==> config.mk <==
export PLATFORM = sky130hd
export DESIGN_NAME = can_btcalc
export DESIGN_NICKNAME = d
export VERILOG_FILES = /design/src/rtl/can_bt_pkg.sv /design/src/rtl/can_bt_div.sv /design/src/rtl/can_bt_pack.sv /design/src/rtl/can_btcalc.sv
export SDC_FILE = /design/constraint.sdc
export NUM_CORES = 1
export LEC_CHECK = 0
export ABC_AREA = 0
export BUFFER_PORTS_ARGS = -buffer_cell sky130_fd_sc_hd__buf_2
export CAP_MARGIN = 20
export CORE_ASPECT_RATIO = 1.4
export CORE_UTILIZATION = 40
export DETAILED_ROUTE_END_ITERATION = 10
export GPL_TIMING_DRIVEN = 0
export SYNTH_ARGS = -nofsm -noshare
export SYNTH_HDL_FRONTEND = slang
export SYNTH_SLANG_ARGS = --single-unit
export TNS_END_PERCENT = 10
==> constraint.sdc <==
create_clock -name clk -period 5.9 [get_ports clk]
set_input_delay 0.295 -clock clk [delete_from_list [all_inputs] [get_ports clk]]
set_output_delay 0.295 -clock clk [all_outputs]
set_load 0.01 [all_outputs]
==> src/rtl/can_bt_pkg.sv <==
package can_bt_pkg;

  typedef enum logic [2:0] {
    ST_IDLE,
    ST_BASE,
    ST_PRE,
    ST_ACH,
    ST_PACK
  } bt_state_t;

  localparam int PRESC_LSB = 24;
  localparam int SJW_LSB   = 22;
  localparam int PS1_LSB   = 19;
  localparam int PS2_LSB   = 16;
  localparam int SRC_BIT   = 13;
  localparam int PROP_LSB  = 0;

  // phase segment 2 length from the quanta count band
  function automatic logic [3:0] ps2_len(input logic [4:0] nq);
    if (nq >= 5'd18)      return 4'd8;
    else if (nq >= 5'd16) return 4'd7;
    else if (nq >= 5'd14) return 4'd6;
    else if (nq >= 5'd12) return 4'd5;
    else if (nq >= 5'd10) return 4'd4;
    else                  return 4'd3;
  endfunction

endpackage

==> src/rtl/can_bt_div.sv <==
module can_bt_div #(
  parameter int DW = 33,
  parameter int VW = 32
) (
  input  logic          clk,
  input  logic          rst,
  input  logic          go,
  input  logic [DW-1:0] dvd,
  input  logic [VW-1:0] dvs,
  output logic          fin,
  output logic [DW-1:0] quo
);
  localparam int CW = $clog2(DW + 1);

  logic [VW:0]   rem;
  logic [VW-1:0] dvs_r;
  logic [CW-1:0] cnt;
  logic          run;
  logic [VW:0]   rem_sh;

  assign rem_sh = {rem[VW-1:0], quo[DW-1]};

  always_ff @(posedge clk) begin
    if (rst) begin
      rem   <= '0;
      dvs_r <= '0;
      cnt   <= '0;
      run   <= 1'b0;
      fin   <= 1'b0;
      quo   <= '0;
    end else begin
      fin <= 1'b0;
      if (go) begin
        quo   <= dvd;
        dvs_r <= dvs;
        rem   <= '0;
        cnt   <= CW'(DW);
        run   <= 1'b1;
      end else if (run) begin
        if (rem_sh >= {1'b0, dvs_r}) begin
          rem <= rem_sh - {1'b0, dvs_r};
          quo <= {quo[DW-2:0], 1'b1};
        end else begin
          rem <= rem_sh;
          quo <= {quo[DW-2:0], 1'b0};
        end
        cnt <= cnt - 1'b1;
        if (cnt == CW'(1)) begin
          run <= 1'b0;
          fin <= 1'b1;
        end
      end
    end
  end
endmodule

==> src/rtl/can_bt_pack.sv <==
module can_bt_pack #(
  parameter int NW = 5,
  parameter int PW = 9
) (
  input  logic [NW-1:0] nq,
  input  logic [PW-1:0] presc,
  input  logic          src,
  output logic [31:0]   word
);
  import can_bt_pkg::*;

  logic [3:0] p2;
  logic [4:0] ts1;
  logic [4:0] half;
  logic [2:0] prop_f;
  logic [2:0] ps1_f;
  logic [2:0] ps2_f;
  logic [7:0] pre_f;

  always_comb begin
    p2    = ps2_len(5'(nq));
    ts1   = 5'(nq) - 5'(p2) - 5'd1;
    half  = ts1 >> 1;
    ps2_f = 3'(p2 - 4'd1);
    if (ts1[0]) begin
      prop_f = 3'(half);
      ps1_f  = 3'(half - 5'd1);
    end else begin
      prop_f = 3'(half - 5'd1);
      ps1_f  = 3'(half - 5'd1);
    end
    pre_f = 8'(presc - 1'b1);
    word  = '0;
    word[PRESC_LSB +: 8] = pre_f;
    word[SJW_LSB +: 2]   = 2'b01;
    word[PS1_LSB +: 3]   = ps1_f;
    word[PS2_LSB +: 3]   = ps2_f;
    word[SRC_BIT]        = src;
    word[PROP_LSB +: 3]  = prop_f;
  end
endmodule

==> src/rtl/can_btcalc.sv <==
module can_btcalc #(
  parameter int W    = 32,
  parameter int QMAX = 25,
  parameter int QMIN = 8,
  parameter int PMAX = 256
) (
  input  logic         clk,
  input  logic         rst,
  input  logic         start,
  input  logic         bypass,
  input  logic         src_bus,
  input  logic [W-1:0] bus_hz,
  input  logic [W-1:0] xtal_hz,
  input  logic [W-1:0] rate,
  output logic         busy,
  output logic         done,
  output logic [31:0]  word
);
  import can_bt_pkg::*;

  localparam int NW = $clog2(QMAX + 1);
  localparam int PW = $clog2(PMAX + 1);
  localparam int DW = W + 1;

  bt_state_t     st;
  logic          go;
  logic [W-1:0]  clk_r;
  logic [W-1:0]  tgt_r;
  logic          src_r;
  logic [NW-1:0] n_r;
  logic [W-1:0]  base_r;
  logic [PW-1:0] presc_r;
  logic [NW-1:0] best_n;
  logic [PW-1:0] best_p;
  logic [W:0]    best_err;

  logic [DW-1:0] dvd;
  logic [W-1:0]  dvs;
  logic          dv_fin;
  logic [DW-1:0] quo;
  logic [PW-1:0] presc_c;
  logic [W-1:0]  ach;
  logic [W-1:0]  err;
  logic [31:0]   packed_w;

  always_comb begin
    dvd = '0;
    dvs = '0;
    case (st)
      ST_BASE: begin
        dvd = {1'b0, clk_r};
        dvs = W'(n_r);
      end
      ST_PRE: begin
        dvd = {1'b0, base_r} + {2'b00, tgt_r[W-1:1]};
        dvs = tgt_r;
      end
      ST_ACH: begin
        dvd = {1'b0, base_r};
        dvs = W'(presc_r);
      end
      default: ;
    endcase
  end

  can_bt_div #(.DW(DW), .VW(W)) u_div (
    .clk (clk),
    .rst (rst),
    .go  (go),
    .dvd (dvd),
    .dvs (dvs),
    .fin (dv_fin),
    .quo (quo)
  );

  always_comb begin
    if (quo == '0)                presc_c = PW'(1);
    else if (quo > DW'(PMAX))     presc_c = PW'(PMAX);
    else                          presc_c = quo[PW-1:0];
    ach = quo[W-1:0];
    err = (ach >= tgt_r) ? (ach - tgt_r) : (tgt_r - ach);
  end

  can_bt_pack #(.NW(NW), .PW(PW)) u_pack (
    .nq    (best_n),
    .presc (best_p),
    .src   (src_r),
    .word  (packed_w)
  );

  assign busy = (st != ST_IDLE);

  always_ff @(posedge clk) begin
    if (rst) begin
      st       <= ST_IDLE;
      go       <= 1'b0;
      clk_r    <= '0;
      tgt_r    <= '0;
      src_r    <= 1'b0;
      n_r      <= '0;
      base_r   <= '0;
      presc_r  <= '0;
      best_n   <= '0;
      best_p   <= '0;
      best_err <= '0;
      done     <= 1'b0;
      word     <= '0;
    end else begin
      go   <= 1'b0;
      done <= 1'b0;
      case (st)
        ST_IDLE: begin
          if (start) begin
            if (bypass) begin
              word <= 32'(rate);
              done <= 1'b1;
            end else begin
              clk_r    <= src_bus ? bus_hz : xtal_hz;
              tgt_r    <= rate;
              src_r    <= src_bus;
              n_r      <= NW'(QMAX);
              best_err <= {1'b1, {W{1'b0}}};
              best_n   <= NW'(QMAX);
              best_p   <= PW'(1);
              st       <= ST_BASE;
              go       <= 1'b1;
            end
          end
        end
        ST_BASE: if (dv_fin) begin
          base_r <= quo[W-1:0];
          st     <= ST_PRE;
          go     <= 1'b1;
        end
        ST_PRE: if (dv_fin) begin
          presc_r <= presc_c;
          st      <= ST_ACH;
          go      <= 1'b1;
        end
        ST_ACH: if (dv_fin) begin
          if ({1'b0, err} < best_err) begin
            best_err <= {1'b0, err};
            best_n   <= n_r;
            best_p   <= presc_r;
          end
          if (n_r == NW'(QMIN)) begin
            st <= ST_PACK;
          end else begin
            n_r <= n_r - 1'b1;
            st  <= ST_BASE;
            go  <= 1'b1;
          end
        end
        ST_PACK: begin
          word <= packed_w;
          done <= 1'b1;
          st   <= ST_IDLE;
        end
        default: st <= ST_IDLE;
      endcase
    end
  end
endmodule

==> metrics.txt <==
I/O Pins=135; clock skew=18.2 ps; Critical Path AT=6120 ps; fmax=175 MHz; CTS tree=built; fin worst setup slack=197 ps; via count=20000; EDFF count, synth=0; Die W=190 um; critical path required time=6320 ps; Mapped Cells=2563; largest family of logic cells by synthesized area=compound AO/OA/AOI/OAI gates; CP top delay family=compound AO/OA/AOI/OAI gates; Synth Cell Area=19800 um2; placed insts=3333; drt wl/cell=22.2 um; ys flop type=dfxtp_1; WP buf/inv=5; Max Slew Vio Count=0; Final Hold Fails=0; status=complete, no violations; Critical Path Fanout Max=10; clk slew on worst S/H paths=60 ps; synthesis warning total=0; Stages on worst setup path=25; slew margin rel.=0.239; Final Power=7180 uW; H-tree Lvls=2; Residual DRC=0; Pre-antenna DRT Iters=6; TNS Setup=0 ps; pre-CTS setup slack=-1540 ps; Leak Pwr=0.00944 uW; critical path type=reg2reg; Post-Synth Adder-Cell Area=0.111; min Tclk post-route=5700 ps; cell count of the worst hold path=3; fin util=0.469; largest net degree at the start of global routing=15; die height=265 um; ys async rst share=0; Register Area=6030 um2; synth top area cells=dfxtp_1, ha_1, a21oi_1, nand2_1, nor2_1; R2R depth=25; flops & latches, synth=299; Clock Latency Late Sink=540 ps; Critical Path End Type=register; initial antenna violation count=0; synth cell count leaders=nand2_1, dfxtp_1, a21oi_1, nor2_1, inv_1; vias in the first global route=19800; Final Cycle Share=0.967; layout cells sized above 1=0.122; ANT nets after route=0; vias per cell=5.84; Rows=96; routability cong.=0.972; Setup crit start kind=register; worst vdd ir=0.221 mV; first-pass GRT wire length=116 mm; final wirelength=76.0 mm; Max stage delay cell, worst path=or4_4; port bufs=133; Die Area=50400 um2; syn avg cell area=7.73 um2; Hold Path Class=in2reg; # setup viols final=0; sequential fraction of the synthesis area=0.302; Final HPWL DP=61.0 mm; Distinct cells, synth=81; ant diodes=0; Starting Density=0.404; top-count cell post-synth=nand2_1; final-layout fill cell count=5063; pwr/cell area=312 nW/um2; nets=3030; gr ovfl total=0; Compound-Gate Fraction of Synth Area=0.267; DRT iter0 DRCs=1232; filler-free cell count of the finished design=3418; area delta synth->final=16.1%; Synthesized Nets=2836; measured slew at the worst slew-check pin=1140 ps; max_cap viols=0; Multi-input gate area=12700 um2; Yosys top cell by area=dfxtp_1; total core area=49000 um2; max incr delay on CP=550 ps; GRT Resource Usage Total=0.300; root buffer cell=clkbuf_16; Synth top area share=0.302; mux cell area share after synthesis=0.0328; Synth Area in XOR/XNOR=0.0429; Num CTS Buffers=34; Clock Tree Buf Depth=3; CTS sink cnt=299; Synth Area in Simple Gates=0.180
## report_power, final
group          switching [uW]  internal [uW]  leakage, uW
Combinational            1620           1100      0.00643
Sequential                115           2100      0.00244
Clock                     934           1310     0.000564
Total                    2670           4520      0.00944
## area by class of cell
cell class / count / share of cell area
buffer: 150 / 0.0286
clock buffer: 50 / 0.0449
clock inverter: 10 / 0.00598
inverter: 172 / 0.0281
multi-input combinational: 1935 / 0.553
sequential: 299 / 0.262
tap: 637 / 0.0347
timing repair buffer: 165 / 0.0424
## metrics by stage
| step | hold WS (ps) | area (um2) |
|---|---|---|
| 6_report | 17.8 | 23000 |
| 5_1_grt | 13.6 | 23000 |
| 4_1_cts | 1.11 | 22900 |
| 3_5_place_dp | 456 | 21300 |
| 3_3_place_gp | 447 | 21300 |
| 2_1_floorplan | 431 | 19800 |
## metal layers
metal,GRT usage,wire length (um)
met1,0.336,29100
met5,0,0
met4,0.219,6300
met3,0.0340,4030
met2,0.520,36500
## layout by cell type (no fill, tap or decap), drive strengths merged, types with 59 or more instances in the layout
cell type / Yosys / routed
buf: 39 / 191
clkbuf: 118 / 156
xnor2: 59 / 59
inv: 171 / 172
a21oi: 266 / 266
dfxtp: 299 / 299
o21ai: 131 / 131
nor2: 208 / 208
a21o: 71 / 71
ha: 167 / 167
nand2: 333 / 333
## kinds of logic after synthesis
logic type / count (synthesis)
xor gates and xnor gates: 97
AOI/OAI and AO/OA: 809
muxes: 63
and+or+nand+nor: 794
buffers and inverters: 329
adders and majority gates: 172
DFF: 299
## sequential cells by signal, summed over array words and instances, names as in the netlist
signal       flops
u_div.rem       32
u_div.quo       33
done             1
best_err        33
best_p           8
u_div.dvs_r     32
st               3
u_div.cnt        6
tgt_r           32
n_r              5
presc_r          9
clk_r           32
base_r          32
src_r            1
u_div.fin        1
u_div.run        1
best_n           5
word            32
go               1
## path summary, 6_finish.rpt
check	endpoint	slack (ps)	start
max	best_err[4]$_SDFFE_PP0P_	200	tgt_r[1]$_SDFFE_PP0P_
min	tgt_r[17]$_SDFFE_PP0P_	20	rate[17]
max reg2reg	best_err[4]$_SDFFE_PP0P_	200	tgt_r[1]$_SDFFE_PP0P_
min reg2reg	src_r$_SDFFE_PP0P_	460	src_r$_SDFFE_PP0P_
## worst reg2reg max path: stages (launching register included)
cell       delay, ps
dfxtp_2          490
inv_1            140
fa_2             440
a211oi_4         260
o21ai_2          110
a31oi_4          210
o31ai_4          130
a211oi_2         260
buf_4            170
nor2_4            40
buf_12           150
mux2_4           330
nor4bb_4         330
a2111oi_4         90
ha_1             290
o211a_1          130
a211oi_1          50
or4_4            550
a21oi_2          240
nor4_2            70
o31ai_2          300
a211o_4          220
nor3_4            60
buf_12           170
buf_4            170
a22o_1           190
## timing repair
item	4_1_cts	5_1_grt
pin swaps	11	14
resized for setup	70	30
hold buffers	18	0
endpoints found under the hold margin	19	0
buffers inserted	7	7
setup endpoints to repair	46	45
(Power assumes the default switching activity.)
